<file path="src/rtl/pwm_timer8.sv">
module pwm_timer8 #(
  parameter int CW  = 8,
  parameter int PSW = 10
) (
  input  logic          clk,
  input  logic          rst,
  input  logic          mode_pc,
  input  logic [2:0]    presc_sel,
  input  logic [1:0]    com,
  input  logic          cmp_wr,
  input  logic [CW-1:0] cmp_wdata,
  input  logic          clr_cmp_flag,
  input  logic          clr_ovf_flag,
  output logic          wave_out,
  output logic [CW-1:0] count,
  output logic          cmp_flag,
  output logic          ovf_flag
);
  localparam logic [CW-1:0] TOPV = {CW{1'b1}};
  localparam logic [CW-1:0] BOTV = '0;
  localparam logic [CW-1:0] ONE  = CW'(1);

  logic [PSW-1:0] pre_cnt, pre_lim;
  logic [CW-1:0]  ocr, ocr_buf, fast_top;
  logic           dir_up, out_q;
  logic           tick, match, fast_wrap, eff_up, upd_pt, pin_en, ovf_evt;

  // prescaler: terminal count per select code
  always_comb begin
    case (presc_sel)
      3'd2:    pre_lim = PSW'(7);
      3'd3:    pre_lim = PSW'(31);
      3'd4:    pre_lim = PSW'(63);
      3'd5:    pre_lim = PSW'(127);
      3'd6:    pre_lim = PSW'(255);
      3'd7:    pre_lim = PSW'(1023);
      default: pre_lim = '0;
    endcase
  end

  assign tick = (presc_sel != 3'd0) && (pre_cnt >= pre_lim);

  always_ff @(posedge clk) begin
    if (rst || presc_sel == 3'd0 || tick) pre_cnt <= '0;
    else                                  pre_cnt <= pre_cnt + 1'b1;
  end

  assign fast_top  = (com == 2'd1) ? ocr : TOPV;
  assign fast_wrap = count >= fast_top;
  assign match     = count == ocr;
  assign eff_up    = (count == BOTV) || (dir_up && count != TOPV);
  assign upd_pt    = mode_pc ? (count == TOPV) : fast_wrap;
  assign ovf_evt   = tick && (mode_pc ? (count == BOTV) : fast_wrap);
  assign pin_en    = com[1] || (com == 2'd1 && !mode_pc);
  assign wave_out  = out_q && pin_en;

  // counter and direction
  always_ff @(posedge clk) begin
    if (rst) begin
      count  <= '0;
      dir_up <= 1'b1;
    end else if (tick) begin
      if (!mode_pc) begin
        count  <= fast_wrap ? BOTV : count + ONE;
        dir_up <= 1'b1;
      end else if (eff_up) begin
        count  <= count + ONE;
        dir_up <= (count != TOPV - ONE);
      end else begin
        count  <= count - ONE;
        dir_up <= (count == BOTV + ONE);
      end
    end
  end

  // shadow and active compare
  always_ff @(posedge clk) begin
    if (rst) begin
      ocr     <= '0;
      ocr_buf <= '0;
    end else begin
      if (cmp_wr)         ocr_buf <= cmp_wdata;
      if (tick && upd_pt) ocr     <= ocr_buf;
    end
  end

  // waveform register
  always_ff @(posedge clk) begin
    if (rst) begin
      out_q <= 1'b0;
    end else if (tick) begin
      if (mode_pc) begin
        if (match && com == 2'd2)      out_q <= !eff_up;
        else if (match && com == 2'd3) out_q <= eff_up;
      end else begin
        case (com)
          2'd1: if (match) out_q <= !out_q;
          2'd2: if (fast_wrap) out_q <= 1'b1; else if (match) out_q <= 1'b0;
          2'd3: if (fast_wrap) out_q <= 1'b0; else if (match) out_q <= 1'b1;
          default: ;
        endcase
      end
    end
  end

  // sticky flags, set has priority over clear
  always_ff @(posedge clk) begin
    if (rst)                cmp_flag <= 1'b0;
    else if (tick && match) cmp_flag <= 1'b1;
    else if (clr_cmp_flag)  cmp_flag <= 1'b0;
  end

  always_ff @(posedge clk) begin
    if (rst)               ovf_flag <= 1'b0;
    else if (ovf_evt)      ovf_flag <= 1'b1;
    else if (clr_ovf_flag) ovf_flag <= 1'b0;
  end
endmodule

</file>
<file path="config.mk">
export PLATFORM = sky130hd
export DESIGN_NAME = pwm_timer8
export DESIGN_NICKNAME = d
export VERILOG_FILES = /design/src/rtl/pwm_timer8.sv
export SDC_FILE = /design/constraint.sdc
export NUM_CORES = 1
export LEC_CHECK = 0
export ABC_AREA = 1
export BUFFER_PORTS_ARGS = -buffer_cell sky130_fd_sc_hd__buf_2
export CORE_MARGIN = 2
export CORE_UTILIZATION = 45
export DETAILED_ROUTE_END_ITERATION = 6
export PLACE_DENSITY = 0.7
export SKIP_LAST_GASP = 1
export SLEW_MARGIN = 20
export SYNTH_ARGS = -nofsm -noshare
export SYNTH_HDL_FRONTEND = slang
export SYNTH_SLANG_ARGS = --single-unit
</file>
<file path="constraint.sdc">
create_clock -name clk -period 1.9 [get_ports clk]
set_clock_uncertainty 0.05 [all_clocks]
set_input_delay 0.38 -clock clk [delete_from_list [all_inputs] [get_ports clk]]
set_output_delay 0.38 -clock clk [all_outputs]
set_load 0.01 [all_outputs]
</file>
==> results.cfg, run 1 <==
[timing]
period_share = 0.997
hold_ws_ns = 0.243
grt_setup_unrepaired = yes
slew_headroom = 0.669
max_freq_mhz = 528
setup_viol = 0
period_needed_ns = 1.90
slew_violations = 0
hold_violations = 0
worst_pin_slew_ns = 0.493

[placement]
place_congestion = 0.857
hpwl_um = 5110
portBuffers = 29

[synth]
syn-cell-area_um2 = 2720
synth.area.top_cells = dfxtp_1 28%, nand2_1 15%, ha_1 11%
syn_inst = 422
yosys.area.top_type = dfxtp_1
yosys_warnings = 0
synthFlopType = dfxtp_1
synthArstFlopShare = 0
synthDistinctLibCells = 32
ys_ff_latch = 38
synth-edff-count = 0
synth.avg_cell_area_um2 = 6.44
yosysSeqAreaShare = 0.280
syn_nets = 464
synth_top_area_frac = 0.280

[power]
p_leak_nw = 1.81
vdd_ir_drop_max_v = 0.000347
intPower_mw = 1.29
p_clk_frac = 0.406
p_switching_mw = 0.449
power_per_cell_area_nw_per_um2 = 502
switching_share = 0.258
power_frac_comb = 0.118
p_seq_frac = 0.476

[run_status]
outcome = completed

[critical_path]
path_class = in -> reg
cp_max_fo = 8
timing.rr.start = pre_cnt[5]
cp-startpoint = com[0]
crit_path_end_kind = flip-flop
crit_path_start_kind = primary input
critPathRequiredTime_ns = 2.04
crit_arrival_ns = 2.04
r2r_cells = 13

[global_routing]
grt_pass1_vias = 2526
track_usage = 0.209
grt_overflow = 0
grt_first_pass_wirelength_um = 10800
grt_max_degree = 17
antenna_found_initial = 0

[cells_and_area]
antenna_cells = 0
final_nets = 532
post-route-util = 0.589
layout_common_cells = 102 x nand2_1, 65 x nor2_1, 47 x inv_1, 37 x dfxtp_1, 34 x buf_4
layout_commonest_cell = nand2_1
n_fill_cell = 585
area_growth_pct = 27.4
drive_above_1_share = 0.267

[routing]
routed_via_density = 4.86
drt_iter0_markers = 84
wirelength_um = 6730
routed-via-count = 2752
wl_met1_um = 2920
wl_met3_um = 179
drt-pass1-iter-count = 4
post-route-drc-count = 0
post_drt_wl_per_cell_um = 11.9
route.met2.wl_um = 3500
maxUsedRoutingLayer = met4
postRouteAntennaNets = 0

[floorplanning]
die_w_um = 81.7
io_pins = 30
rows = 28
fp.dieH_um = 81.7
dieArea_um2 = 6680
core_area_um2 = 5890
start_util = 0.462

[clocking]
path_clk_slew_ns = 0.08
hold_buffers = 0
cts_tree = done
clockRootBuffer = clkbuf_8
clk_latency_ns = 0.30
cts_buffer_depth = 2
clkSinkCount = 38
numCtsBuffers = 5
ctsHtreeMaxLevel = 2

[min_path]
min_from = cmp_wdata[5]
whs_path_depth = 3
hold_class = in -> reg

[run]
max_cap_viol_count = 0
==> per-stage QoR <==
stage / TNS, ns / setup slack [ns] / total power [mW] / std cells / area [um2]
final: 0 / 0.00497 / 1.74 / 566 / 3460
after global routing: -1.52 / -0.138 / 1.83 / 566 / 3460
after CTS: 0 / 0.00109 / 1.74 / 564 / 3350
after detailed placement: -8.94 / -0.477 / 1.02 / 553 / 3170
after global placement: -8.10 / -0.414 / 1.02 / 553 / 3170
after floorplan: 0 / 0.00113 / 0.950 / 422 / 2730
==> power groups by stage <==
stage,Sequential [mW],Clock (mW),Combinational (mW)
floorplan,0.842,0,0.108
global placement,0.844,0,0.174
detailed placement,0.845,0,0.179
CTS,0.826,0.718,0.192
global route,0.830,0.764,0.236
finish,0.828,0.706,0.206
==> Yosys cell counts (3+ instances only) <==
library cell / n
inv_2: 6
nor2_2: 3
nand3_1: 16
nand2_1: 108
nor2_1: 74
buf_6: 3
a21oi_1: 25
ha_1: 23
o21ai_0: 28
nand4_1: 4
inv_1: 52
xor2_1: 11
nor3_1: 3
nand2_4: 3
nand2_2: 5
dfxtp_1: 38
==> flip-flops by register name, indices dropped and copies added, names as in the netlist <==
signal,flops
ocr_buf,8
pre_cnt,10
dir_up,1
count,8
ocr,8
ovf_flag,1
cmp_flag,1
out_q,1
==> per-layer routing <==
| layer | vias to the layer above | GRT usage |
|---|---|---|
| li1 | 1457 | - |
| met1 | 1248 | 0.235 |
| met2 | 34 | 0.393 |
| met3 | 13 | 0.0396 |
| met4 | 0 | 0.0683 |
| met5 | - | 0 |
==> cell families (layout without fill, tap and decap cells) <==
| group | Yosys count | after routing | synth area share |
|---|---|---|---|
| AO/OA/AOI/OAI | 58 | 58 | 0.110 |
| AND/OR/NAND/NOR | 225 | 227 | 0.364 |
| buffers and inverters | 66 | 133 | 0.101 |
| XOR/XNOR | 12 | 12 | 0.0387 |
| adder cells (fa/ha/maj) | 23 | 23 | 0.106 |
| flip-flops | 38 | 38 | 0.280 |
==> worst max-delay path: stages <==
cell     delay [ns]
buf_6          0.09
inv_2          0.05
nor2_4         0.04
inv_4          0.09
buf_4          0.12
nor2_1         0.03
ha_1           0.28
nand2_2        0.06
o21a_2         0.25
nand3_4        0.12
nand2_4        0.08
nor2_4         0.17
inv_4          0.09
nor2_2         0.12
nor2_1         0.05
==> repair_timing <==
item,in CTS,in global routing
hold endpoints to repair,0,0
gates resized for setup,13,27
endpoints found under the setup margin,12,30
gates cloned,1,1
pin swaps,12,13
setup buffers,2,1
==> layout make-up <==
class,count,area [um2],area share
multi-input cells,320,1820,0.524
flip-flops and latches,38,762,0.220
repair buffers,67,452,0.130
inverters,58,226,0.0654
well taps,75,93.8,0.0271
clock buffers,5,68.8,0.0199
clock inverters,3,45.0,0.0130
==> path summary, 6_finish.rpt <==
path,endpoint,slack (ns)
setup / recovery,ocr[0],0.005
hold / removal,ocr_buf[5],0.24
setup reg to reg,ocr[0],0.02
hold reg to reg,cmp_flag,0.42
No activity file was read; power rests on OpenSTA's default activity.
==> run 2: changes to the inputs <==
--- a/config.mk
+++ b/config.mk
@@ -10,7 +10,7 @@
 export CORE_MARGIN = 2
 export CORE_UTILIZATION = 45
 export DETAILED_ROUTE_END_ITERATION = 6
-export PLACE_DENSITY = 0.7
+export PLACE_DENSITY = 0.68
 export SKIP_LAST_GASP = 1
 export SLEW_MARGIN = 20
 export SYNTH_ARGS = -nofsm -noshare
==> constraint.sdc (replaced) <==
create_clock -name clk -period 2.1 [get_ports clk]
set_clock_uncertainty 0.05 [all_clocks]
set_input_delay 0.42 -clock clk [delete_from_list [all_inputs] [get_ports clk]]
set_output_delay 0.42 -clock clk [all_outputs]
set_load 0.01 [all_outputs]
==> run 2 against run 1 <==
- sequential share of layout area is 1.0 points higher
- combinational power down 18%
- worst hold slack better by 0.049 ns
- first-iteration DRC count up 92%
- via count decreased by 2.0%
- non-clock buffer count shrank 13
- count of clock-buffer cells in the layout increased by 1
- critical path type unchanged
- critical endpoint is now ocr[4]
- largest cell class unchanged
==> results.cfg, run 2 (synthesis gave the netlist of run 1 again) <==
[routing]
routed_via_density = 4.89
post_drt_wl_per_cell_um = 12.2
drt-pass1-iter-count = 4
drt_iter0_markers = 161
post-route-drc-count = 0
routed-via-count = 2697
wirelength_um = 6730
postRouteAntennaNets = 0

[cells_and_area]
final_nets = 518
largest_reg_flops = 10
post-route-util = 0.561
drive_above_1_share = 0.214
layout_common_cells = 104 x nand2_1, 71 x nor2_1, 48 x inv_1, 38 x dfxtp_1, 29 x buf_2
top_register = pre_cnt
layout_commonest_cell = nand2_1
area_growth_pct = 21.5
antenna_cells = 0

[global_routing]
track_usage = 0.212
grt_overflow = 0
grt_max_degree = 18
grt_pass1_vias = 2442
grt_first_pass_wirelength_um = 11000
antenna_found_initial = 0

[timing]
worst_pin_slew_ns = 0.405
tns_ns = 0
slew_violations = 0
period_share = 0.933
slew_headroom = 0.728
grt_setup_unrepaired = yes
period_needed_ns = 1.96
max_freq_mhz = 510
setup_viol = 0
hold_violations = 0

[critical_path]
crit_arrival_ns = 2.11
path_class = in -> reg
cp_max_fo = 8
crit_path_end_kind = flip-flop
critPathRequiredTime_ns = 2.25
crit_path_start_kind = primary input

[floorplanning]
core_area_um2 = 5890
io_pins = 30
fp.dieH_um = 81.7
dieArea_um2 = 6680
rows = 28
start_util = 0.462
die_w_um = 81.7

[run_status]
outcome = completed

[run]
max_cap_viol_count = 0

[clocking]
clockRootBuffer = clkbuf_8
cts_buffer_depth = 2
ctsHtreeMaxLevel = 2
cts_setup_buffers = 0
path_clk_slew_ns = 0.08
numCtsBuffers = 5
cts_tree = done
clk_latency_ns = 0.30
clkSinkCount = 38

[placement]
hpwl_um = 5110
place_congestion = 0.885
portBuffers = 29

[power]
vdd_ir_drop_max_v = 0.000295
p_leak_nw = 1.74
power_per_cell_area_nw_per_um2 = 517

[min_path]
hold_class = in -> reg
[run 2: cell count changes in the layout (fill, tap and decap cells not counted), sizes merged]
cell and delta:
bufinv +1, nand3 -1, buf -13, clkinvlp -2, clkbuf +1
[run 2: path summary, 6_finish.rpt]
path                              startpoint    endpoint  slack [ns]  cells after the start
worst min register to register      cmp_flag    cmp_flag        0.42                      2
worst max-delay path                  com[0]      ocr[4]        0.14                     17
worst max register to register        ocr[3]      ocr[4]        0.18                     13
worst min-delay path            cmp_wdata[4]  ocr_buf[4]        0.29                      3
[run 2: stage by stage]
step | worst slack [ns] | hold slack (ns) | total power [mW] | std cells | cell area (um2)
final | 0.140 | 0.291 | 1.71 | 552 | 3300
after global routing | -0.0579 | 0.300 | 1.78 | 552 | 3300
after CTS | 0.0526 | 0.283 | 1.71 | 551 | 3240
after detailed placement | -0.344 | 0.409 | 0.924 | 543 | 3100
after global placement | -0.231 | 0.399 | 0.920 | 543 | 3100
after floorplan | 0.0497 | 0.391 | 0.859 | 422 | 2720
[run 2: layout make-up]
class | count | area [um2]
fillers | 587 | 2580
well taps | 75 | 93.8
multi-input cells | 319 | 1730
inverters | 58 | 224
clock inverters | 2 | 60.1
clock buffers | 6 | 82.6
repair buffers | 54 | 349
flip-flops and latches | 38 | 761
[run 2: critical path: stages]
cell and delay, ns:
buf_2 0.11, inv_2 0.06, nor2_4 0.04, inv_2 0.11, nor2_2 0.05, ha_1 0.29
nand2_1 0.07, nor2_1 0.11, nor2_1 0.05, nand2_1 0.07, nand2_2 0.08, nand3_2 0.09
nand2_2 0.10, nor2_4 0.20, inv_4 0.08, nor2_1 0.11, nor2_1 0.06
[run 2: layer usage]
metal,track usage,wire [um],part of all wire,vias up
li1,-,-,-,1431
met1,0.269,3090,0.46,1208
met2,0.354,3290,0.49,47
met3,0.0407,245,0.036,11
met4,0.0833,112,0.017,0
met5,0,0,0,-
[run 2: power breakdown]
| part | internal, mW | total, mW | switching, mW |
|---|---|---|---|
| clock | 0.507 | 0.792 | 0.285 |
| combinational | 0.0674 | 0.168 | 0.101 |
| sequential | 0.736 | 0.748 | 0.0115 |
[run 2: what timing repair did]
action	in CTS	in global routing
resized for setup	2	16
cloned	0	1
hold buffers	0	0
endpoints found under the setup margin	8	25
pin swaps	0	7
==> run 3: changes to the inputs <==
--- a/config.mk
+++ b/config.mk
@@ -7,6 +7,7 @@
 export LEC_CHECK = 0
 export ABC_AREA = 1
 export BUFFER_PORTS_ARGS = -buffer_cell sky130_fd_sc_hd__buf_2
+export CORE_ASPECT_RATIO = 1.4
 export CORE_MARGIN = 2
 export CORE_UTILIZATION = 45
 export DETAILED_ROUTE_END_ITERATION = 6
==> run 3 against run 2 <==
- maximum frequency increased by 0.45%
- first-iteration DRC count decreased by 61%
- wire length decreased by 0.95%
- non-clock buffer count decreased by 3
- count of clock-buffer cells in the layout down 1
- utilization down 1.9 points
- via count increased by 2.1%
- cell count is 1.6% lower
- final area down 3.7%
- worst hold slack got worse by 0.0099 ns
- register-to-register slack worse by 0.02 ns
==> results.cfg, run 3 (synthesis gave the netlist of run 1 again) <==
[critical_path]
crit_chain = buf_2 -> nor2_1 -> inv_1 -> ha_1 -> inv_1 -> nand2_1 -> nand2_1 -> nand2_1 -> nand3_1 -> nand3_1 -> nand2_4 -> inv_1 -> nand2_1 -> a21oi_1 -> nor2_1
crit_path_start_kind = primary input
critPathRequiredTime_ns = 2.24
critical-path-top-delay-family = simple AND/OR/NAND/NOR gates
crit_path_end_kind = flip-flop
crit_end = count[4]
crit_arrival_ns = 2.09
cp_max_fo = 11
ff2ff_setup_slack_ns = 0.16
r2r_cells = 13
path_class = in -> reg
reg2reg_to = count[5]
crit_cells = 15
cpPeakStageDelay_ns = 0.28
cp-startpoint = presc_sel[1]
slowest_stage = ha_1
critPathBufInv = 4
timing.rr.start = count[1]
path_common_cell = nand2_1

[power]
power_per_cell_area_nw_per_um2 = 485
vdd_ir_drop_max_v = 0.000373
p_leak_nw = 1.70

[timing]
tns_ns = 0
worst_pin_slew_ns = 0.513
slew_headroom = 0.655
setup_viol = 0
period_share = 0.929
period_needed_ns = 1.95
slew_violations = 0
grt_setup_unrepaired = yes
max_freq_mhz = 512
hold_violations = 0

[routing]
routed-via-count = 2753
postRouteAntennaNets = 0
post_drt_wl_per_cell_um = 12.3
wirelength_um = 6670
routed_via_density = 5.07
post-route-drc-count = 0
drt_iter0_markers = 63
drt-pass1-iter-count = 5

[cells_and_area]
layout_common_cells = 108 x nand2_1, 73 x nor2_1, 50 x inv_1, 38 x dfxtp_1, 29 x buf_2
drive_above_1_share = 0.186
antenna_cells = 0
top_register = pre_cnt
area_growth_pct = 17.1
final_nets = 514
n_fill_cell = 606
largest_reg_flops = 10
layout_commonest_cell = nand2_1
area.sequential_um2 = 761
post-route-util = 0.543
multi_input_area_um2 = 1690

[run]
max_cap_viol_count = 0

[min_path]
hold_class = in -> reg

[placement]
portBuffers = 29
hpwl_um = 5290
place_congestion = 0.899

[floorplanning]
core_area_um2 = 5860
fp.dieH_um = 96.0
rows = 33
io_pins = 30
die_w_um = 69.7
dieArea_um2 = 6690
start_util = 0.464

[global_routing]
grt_first_pass_wirelength_um = 11300
grt_pass1_vias = 2579
antenna_found_initial = 0
grt_overflow = 0
grt_max_degree = 22
track_usage = 0.212

[clocking]
path_clk_slew_ns = 0.08
clk_latency_ns = 0.30
cts_buffer_depth = 2
hold_buffers = 0
numCtsBuffers = 5
cts_setup_buffers = 0
cts_tree = done
clockRootBuffer = clkbuf_8
clkSinkCount = 38
ctsHtreeMaxLevel = 2

[run_status]
outcome = completed
-- run 3: worst min-delay path, delay by kind of cell --
| family | cells | cell delay (ns) |
|---|---|---|
| buf+inv | 1 | 0.07 |
| simple gates | 2 | 0.11 |
-- run 3: layout make-up --
type                            instances  share of cell area
Clock buffer                            5              0.0216
Clock inverter                          3              0.0142
Inverter                               58              0.0684
Multi-Input combinational cell        318               0.532
Sequential cell                        38               0.239
Tap cell                               70              0.0275
Timing Repair Buffer                   51              0.0975
-- run 3: report_power, final --
| group | switching (mW) | total, mW | internal (mW) |
|---|---|---|---|
| clock network | 0.283 | 0.636 | 0.353 |
| registers | 0.0118 | 0.748 | 0.736 |
| logic | 0.0956 | 0.159 | 0.0633 |
-- run 3: worst min path at each step --
stage          slack [ns]         start    endpoint  cells after the start
2_1_floorplan        0.39    pre_cnt[0]  pre_cnt[0]                      1
3_3_place_gp         0.40      cmp_flag    cmp_flag                      2
3_5_place_dp         0.41      cmp_flag    cmp_flag                      2
4_1_cts              0.28  cmp_wdata[1]  ocr_buf[1]                      3
5_1_grt              0.28  cmp_wdata[6]  ocr_buf[6]                      3
6_report             0.28  cmp_wdata[4]  ocr_buf[4]                      3
-- run 3: metrics by stage --
step                      hold WS, ns  setup WS, ns  std cells  cell area, um2  total power, mW
after floorplan                 0.391        0.0497        422            2720            0.859
after global placement          0.399        -0.203        535            3060            0.918
after detailed placement        0.407        -0.277        535            3060            0.922
after CTS                       0.281        0.0228        543            3170             1.56
after global routing            0.284       -0.0238        543            3180             1.62
final                           0.281         0.149        543            3180             1.54
-- run 3: per-layer routing --
metal  GRT usage  up-vias  share of wire
met4       0.131        0          0.048
met3      0.0356       23          0.033
met2       0.402       67           0.53
li1            -     1419              -
met5           0        -              0
met1       0.218     1244           0.39
-- run 3: timing repair --
item	CTS	global route
endpoints found under the hold margin	0	0
gates resized for setup	0	4
endpoints found under the setup margin	0	17
